===== config.mk =====
export PLATFORM = sky130hd
export DESIGN_NAME = dcs_frame_master
export DESIGN_NICKNAME = d
export VERILOG_FILES = /design/src/rtl/dcs_pkg.sv /design/src/rtl/dcs_phase_timer.sv /design/src/rtl/dcs_shifter.sv /design/src/rtl/dcs_frame_master.sv
export SDC_FILE = /design/constraint.sdc
export NUM_CORES = 1
export LEC_CHECK = 0
export ABC_CLOCK_PERIOD_IN_PS = 4920
export BUFFER_PORTS_ARGS = -buffer_cell sky130_fd_sc_hd__buf_2
export CORE_UTILIZATION = 59
export DETAILED_ROUTE_END_ITERATION = 6
export GPL_ROUTABILITY_DRIVEN = 0
export PLACE_DENSITY = 0.94
export SLEW_MARGIN = 20
export SYNTH_ARGS = -nofsm -noshare
export SYNTH_HDL_FRONTEND = slang
export SYNTH_SLANG_ARGS = --single-unit

===== constraint.sdc =====
create_clock -name clk -period 4.92 [get_ports clk]
set_input_delay 0.984 -clock clk [delete_from_list [all_inputs] [get_ports clk]]
set_output_delay 0.984 -clock clk [all_outputs]
set_load 0.03 [all_outputs]

===== src/rtl/dcs_pkg.sv =====
package dcs_pkg;
  typedef enum logic [2:0] {
    ST_IDLE,
    ST_LEAD,
    ST_LOW,
    ST_HIGH,
    ST_TAIL,
    ST_GAP
  } dcs_state_e;
endpackage


===== src/rtl/dcs_phase_timer.sv =====
// Counts the system cycles spent in one phase; restarts on every phase change.
module dcs_phase_timer #(
  parameter int CNT_W = 2
) (
  input  logic             clk,
  input  logic             rst_n,
  input  logic             restart,
  input  logic [CNT_W-1:0] len,
  output logic             expired
);
  logic [CNT_W-1:0] cnt;

  assign expired = (cnt == len - 1'b1);

  always_ff @(posedge clk) begin
    if (!rst_n)          cnt <= '0;
    else if (restart)    cnt <= '0;
    else if (!expired)   cnt <= cnt + 1'b1;
  end
endmodule


===== src/rtl/dcs_shifter.sv =====
// Parallel-load, MSB-first shift register feeding the serial data line.
module dcs_shifter #(
  parameter int WIDTH = 72
) (
  input  logic             clk,
  input  logic             rst_n,
  input  logic             load,
  input  logic [WIDTH-1:0] din,
  input  logic             shift,
  output logic             msb
);
  logic [WIDTH-1:0] sreg;

  assign msb = sreg[WIDTH-1];

  always_ff @(posedge clk) begin
    if (!rst_n)      sreg <= '0;
    else if (load)   sreg <= din;
    else if (shift)  sreg <= {sreg[WIDTH-2:0], 1'b0};
  end
endmodule


===== src/rtl/dcs_frame_master.sv =====
module dcs_frame_master
  import dcs_pkg::*;
#(
  parameter int N_DEV    = 3,
  parameter int WORD_W   = 24,
  parameter int HALF_CYC = 2,   // sclk half-period in system clocks, >= 1
  parameter int GAP_CYC  = 2    // minimum sync_n high time in system clocks, >= 1
) (
  input  logic                    clk,
  input  logic                    rst_n,
  input  logic                    start_valid,
  output logic                    start_ready,
  input  logic [N_DEV*WORD_W-1:0] words_i,
  output logic                    busy,
  output logic                    done,
  output logic                    sync_n,
  output logic                    sclk,
  output logic                    sdin
);
  localparam int TOTAL  = N_DEV * WORD_W;
  localparam int BIT_W  = $clog2(TOTAL + 1);
  localparam int PH_MAX = (HALF_CYC > GAP_CYC) ? HALF_CYC : GAP_CYC;
  localparam int PH_W   = $clog2(PH_MAX + 1);

  dcs_state_e        state, state_nxt;
  logic [BIT_W-1:0]  bit_cnt;
  logic [PH_W-1:0]   phase_len;
  logic              ph_exp, accept, shift_en, last_bit;

  assign accept      = start_valid && start_ready;
  assign last_bit    = (bit_cnt == BIT_W'(TOTAL - 1));
  assign phase_len   = (state == ST_GAP) ? PH_W'(GAP_CYC) : PH_W'(HALF_CYC);
  assign shift_en    = (state == ST_LOW) && (state_nxt == ST_HIGH);

  always_comb begin
    state_nxt = state;
    unique case (state)
      ST_IDLE: if (start_valid) state_nxt = ST_LEAD;
      ST_LEAD: if (ph_exp)      state_nxt = ST_LOW;
      ST_LOW:  if (ph_exp)      state_nxt = last_bit ? ST_TAIL : ST_HIGH;
      ST_HIGH: if (ph_exp)      state_nxt = ST_LOW;
      ST_TAIL: if (ph_exp)      state_nxt = ST_GAP;
      ST_GAP:  if (ph_exp)      state_nxt = ST_IDLE;
      default:                  state_nxt = ST_IDLE;
    endcase
  end

  always_ff @(posedge clk) begin
    if (!rst_n) begin
      state   <= ST_IDLE;
      bit_cnt <= '0;
      done    <= 1'b0;
    end else begin
      state <= state_nxt;
      done  <= (state == ST_GAP) && (state_nxt == ST_IDLE);
      if (accept)
        bit_cnt <= '0;
      else if (state == ST_LOW && ph_exp)
        bit_cnt <= bit_cnt + 1'b1;
    end
  end

  dcs_phase_timer #(.CNT_W(PH_W)) u_timer (
    .clk     (clk),
    .rst_n   (rst_n),
    .restart (state_nxt != state),
    .len     (phase_len),
    .expired (ph_exp)
  );

  dcs_shifter #(.WIDTH(TOTAL)) u_shift (
    .clk   (clk),
    .rst_n (rst_n),
    .load  (accept),
    .din   (words_i),
    .shift (shift_en),
    .msb   (sdin)
  );

  assign busy        = (state != ST_IDLE);
  assign start_ready = (state == ST_IDLE);
  assign sclk        = (state != ST_LOW);
  assign sync_n      = (state == ST_IDLE) || (state == ST_GAP);

  // ---------------- assertions ----------------
  logic             sclk_q, sync_q;
  logic [BIT_W-1:0] fall_cnt;
  logic [PH_W-1:0]  high_cnt;

  always_ff @(posedge clk) begin
    if (!rst_n) begin
      sclk_q   <= 1'b1;
      sync_q   <= 1'b1;
      fall_cnt <= '0;
      high_cnt <= PH_W'(GAP_CYC);
    end else begin
      sclk_q <= sclk;
      sync_q <= sync_n;
      if (sync_q && !sync_n)      fall_cnt <= '0;
      else if (sclk_q && !sclk)   fall_cnt <= fall_cnt + 1'b1;
      if (!sync_n)                      high_cnt <= '0;
      else if (high_cnt < PH_W'(GAP_CYC)) high_cnt <= high_cnt + 1'b1;
    end
  end

  assert_idle_clock_R2: assert property (@(posedge clk) disable iff (!rst_n)
    sync_n |-> sclk);
  assert_burst_len_R2: assert property (@(posedge clk) disable iff (!rst_n)
    (!sync_q && sync_n) |-> (fall_cnt == BIT_W'(TOTAL)));
  assert_sync_after_accept_R3: assert property (@(posedge clk) disable iff (!rst_n)
    $fell(sync_n) |-> $past(start_valid && start_ready));
  assert_data_stable_R5: assert property (@(posedge clk) disable iff (!rst_n)
    !sclk |-> $stable(sdin));
  assert_min_gap_R6: assert property (@(posedge clk) disable iff (!rst_n)
    (sync_q && !sync_n) |-> (high_cnt >= PH_W'(GAP_CYC)));
  assert_done_single_R8: assert property (@(posedge clk) disable iff (!rst_n)
    done |=> !done);
endmodule


* Word-level counts from Yosys, hierarchy flattened
Cells that the tools add are included.
** Storage, ports and cells
- Register bits after elaboration :: 85
- Input port bits :: 75
- Output and inout port bits :: 6
- Word-level logic and storage cells :: 39
** Operators by class
- Add/sub/neg operators :: 2
- Eq/ne operators :: 10
- Muxes and demuxes :: 9
- Bitwise logic cells :: 1
- Reductions and logical operators :: 12
** Operators by type and width (number)
- 72-bit 2-to-1 mux :: 2
- 3-bit 2-to-1 mux :: 6
- 3-bit case mux with 5 select lines :: 1
- 3-bit by 2-bit equality test with 1-bit output, second input constant :: 3
- 7-bit by 1-bit adder with 7-bit output, second input constant :: 1
- 7-bit equality test, second input constant :: 1
- 3-bit equality test, second input constant :: 2
- 3-bit logical NOT :: 2
- 2-bit OR reduction :: 3
- 1-bit logical AND :: 4
- 3-bit by 1-bit equality test with 1-bit output, second input constant :: 1
- 3-bit by 2-bit != test with 1-bit output, second input constant :: 1
- 3-bit != test :: 1
- 3-bit nonzero test :: 1
- 2-bit by 1-bit adder with 2-bit output, second input constant :: 1
- 2-bit by 1-bit equality test with 1-bit output, second input constant :: 1
- 2-bit nonzero test :: 1
- 1-bit logical OR :: 1
- 1-bit NOT :: 1

* Logic depth before layout (Yosys ltp)
- Depth in word-level cells :: 8
- Depth in mapped cells :: 7
- Gate-level depth less buffers :: 6

* Cells and area by module
From an unflattened synthesis, not the netlist that was laid out.
** Unflattened totals
- Cells, all modules :: 410
- Area total of the unflattened synthesis :: 4409.2 µm²
** By module, submodules not included
- dcs_shifter :: instances 1, cells an instance 319, area an instance 3648.5 µm², sequential area each 1441.4 µm²
- dcs_frame_master :: instances 1, cells an instance 78, area an instance 643.1 µm², sequential area each 220.2 µm²
- dcs_phase_timer :: instances 1, cells an instance 13, area an instance 117.6 µm², sequential area each 40.0 µm²

* Worst setup path before layout
No wires, ideal clock.
- Path type :: register to output
- Start point :: reg state[0]
- End point :: out sync_n
- Data arrival time :: 1.409 ns
- Required time :: 3.936 ns
- Path slack :: 2.527 ns
- Stages on the path, launching flop included :: 5
- Path buffers :: 2
- Path through :: dfxtp_1 or2_1 clkbuf_1 clkbuf_1 a21oi_1
** On the way
- Longest elaborated chain between the ends :: 2
- Elaborated cells between the ends (all ways) :: 3
- Classes of those cells :: 1 x eq/ne; 2 x reduce/logical
** RTL lines
- from (decl) :: RTL line dcs_frame_master.sv:25 : dcs_state_e state, state_nxt;
- from (signal assigned) :: RTL line dcs_frame_master.sv:54 : state <= state_nxt;
- 3-bit equality test or 3-bit logical NOT (tied branches) :: RTL line dcs_frame_master.sv:83 : assign sync_n = (state == ST_IDLE) || (state == ST_GAP);
- 1-bit logical OR * :: RTL line dcs_frame_master.sv:83
- to (decl) :: RTL line dcs_frame_master.sv:16 : output logic sync_n,
Every way passes the cells marked *; elsewhere a longest branch is shown, timed or not.

* Final worst setup path
Same ends and word-level chain as after synthesis.

==> metrics.cfg <==
[run_status]
outcome=completed

[timing]
rsz0062_at_grt=no
finalCritPeriodShare_pct=59.1
finClkSkew_ns=0.0128
max_freq_mhz=344
tns_ns=0
hold_violations=0
slew_violations=0
slew_headroom_pct=45.2
setup_viol=0
finalCriticalPeriod_ns=2.91
max_slew.worst_pin.slew_ns=0.810
timing.hold.ws_ns=0.499

[power]
power.density_mw_per_mm2=479
p_leak_nw=2.44
power.total_mw=2.20
vdd_drop_max_v=0.000285

[drt]
drc=0
wl_um=8710
ant_nets=0
drtIter0Drc=173
vias=3694
vias_per_cell=5.95
dr.pass1.iters=5
wire_per_inst_um=14.0

[global_routing]
track_usage_pct=24.4
grt_overflow=0
grt_pass1_vias=3336
grt_max_degree=92
grt_pass1_wl_um=14400
grt_antenna_before_repair=0

[synth]
synth_common_cells=dfxtp_1, nand2_1, nand3_1
synth_top_area_share_pct=41.3
ys_ff_latch=85
yosysMostFrequentCell=dfxtp_1
ys_types=35
synthArstFlopShare_pct=0
synth_warnings=0
avgSynthCellArea_um2=8.35
syn_inst=493
syn_area_mm2=0.00412
synth_fp_nets=570
yosysTopAreaCell=dfxtp_1
ys_seq_area_share_pct=41.3
ys_top_cells_by_area=dfxtp_1, o211a_1, nand3_1, o21ai_0, nand2_1
yosys_most_used_dff=dfxtp_1
synth_edf_count=0

[cells_and_area]
multi_input_area_mm2=0.00215
n_fill_cell=556
seq_area_mm2=0.00170
fin_nets=613
fin_area_mm2=0.00460
drive_gt1_share_pct=20.0
diodes=0
area_growth_pct=11.6

[min_path]
min_path_type=register to register

[setup_path]
worstReg2RegEnd=u_shift.sreg[58]
cp-endpoint=sync_n
criticalPathCategory=register to output port
startpoint=state[0]
end_kind=output port
rr_startpoint=u_timer.cnt[0]
worst-r2r-cell-count=6
worst_ep_required_time_ns=3.94
worstSetupStartpointType=register
path_max_fanout=74
arrival_ns=1.92
r2r_slack_ns=2.45

[clock_tree]
clock_path_buffers=2
insertion_delay_ns=0.36
numClockSinks=85
cts_tree=built
h-tree-depth=3
hold_buffers=0
postCtsResizedCells=0
numCtsBuffers=9
clockRootBuffer=clkbuf_8
clkSlewWorstSetupHoldPaths_ns=0.09
cts_setup_buffers=0

[floorplan]
die_h_um=85.6
core-area_mm2=0.00676
ioPinCount=81
die_w_um=85.6
die_area_mm2=0.00732
floorplan.initialDensity_pct=61.0
rows=30

[placement]
dpl.hpwl_um=5490
port_buffers=80
postPlaceCellArea_mm2=0.00440

[run]
maxCapViolCount=0

## cell usage in the layout, fill, tap and decap left out, types with 2 or more instances in the layout
cell and n:
clkinvlp_4 3, nand4_1 2, nor2b_1 2, inv_1 3, nand3_1 74, a21oi_1 3, o41ai_1 2, inv_6 2
dfxtp_1 85, and2_1 4, xor2_1 6, or3_1 2, nor3_1 2, buf_2 80, o21ai_0 72, o211a_1 71
ha_1 2, clkbuf_8 10, buf_4 6, nor2_1 12, nand2_1 78, mux2i_1 2
## cells by family (layout without fill, tap and decap cells)
kind of cell             Yosys count  in the layout  synth area share (%)
AO/OA/AOI/OAI                    155            155                  28.3
XOR/XNOR                           7              7                  1.49
adder cells (fa/ha/maj)            2              2                 0.607
buffers and inverters             57            105                  7.08
flip-flops                        85             85                  41.3
multiplexers                       2              2                 0.486
AND/OR/NAND/NOR                  185            185                  20.7
## report_power, final
group	switching (mW)	total, mW	leakage (nW)	internal, mW
Clock	0.254	0.454	0.0853	0.200
Combinational	0.480	0.790	1.65	0.310
Sequential	0.0991	0.959	0.700	0.860
## per-stage QoR
| stage | std cells | setup slack (ns) | utilization, % |
|---|---|---|---|
| after CTS | 621 | 1.68 | 67.9 |
| after global routing | 621 | 1.88 | 68.0 |
| final | 621 | 2.01 | 68.0 |
| after global placement | 605 | 2.10 | 65.2 |
| after floorplan | 493 | 2.53 | - |
| after detailed placement | 605 | 2.08 | 65.2 |
## critical path, stage by stage (launching register included)
cell and delay, ns:
dfxtp_1 0.58, or2_4 0.65, a21oi_1 0.13, buf_2 0.21
## area by class of cell
type                            count  share of cell area, %
Clock inverter                      6                  0.980
Timing Repair Buffer               86                   9.69
Tap cell                           80                   2.18
Clock buffer                       10                   2.99
Inverter                            3                  0.245
Sequential cell                    85                   37.0
Multi-Input combinational cell    351                   46.9
## state kept, by name, summed over array words and instances, names as in the netlist
signal        count
bit_cnt           7
u_shift.sreg     72
u_timer.cnt       2
done              1
state             3
## how the worst min path moves through the flow
stage                      from                to  slack (ns)  cells past startpoint
2_1_floorplan    u_timer.cnt[1]    u_timer.cnt[1]        0.45                      2
4_1_cts        u_shift.sreg[50]  u_shift.sreg[50]        0.50                      1
5_1_grt         u_shift.sreg[5]   u_shift.sreg[5]        0.51                      1
3_5_place_dp   u_shift.sreg[57]  u_shift.sreg[57]        0.48                      1
3_3_place_gp     u_timer.cnt[1]    u_timer.cnt[1]        0.46                      2
6_report       u_shift.sreg[29]  u_shift.sreg[29]        0.50                      1
## per-layer routing
layer | vias up | wire [um] | track usage [%]
met2 | 103 | 4330 | 44.1
met3 | 9 | 404 | 5.77
li1 | 1850 | - | -
met4 | 0 | 91 | 8.79
met1 | 1732 | 3880 | 28.2
met5 | - | 0 | 0
Note: power is estimated with default switching activity, not from simulation.
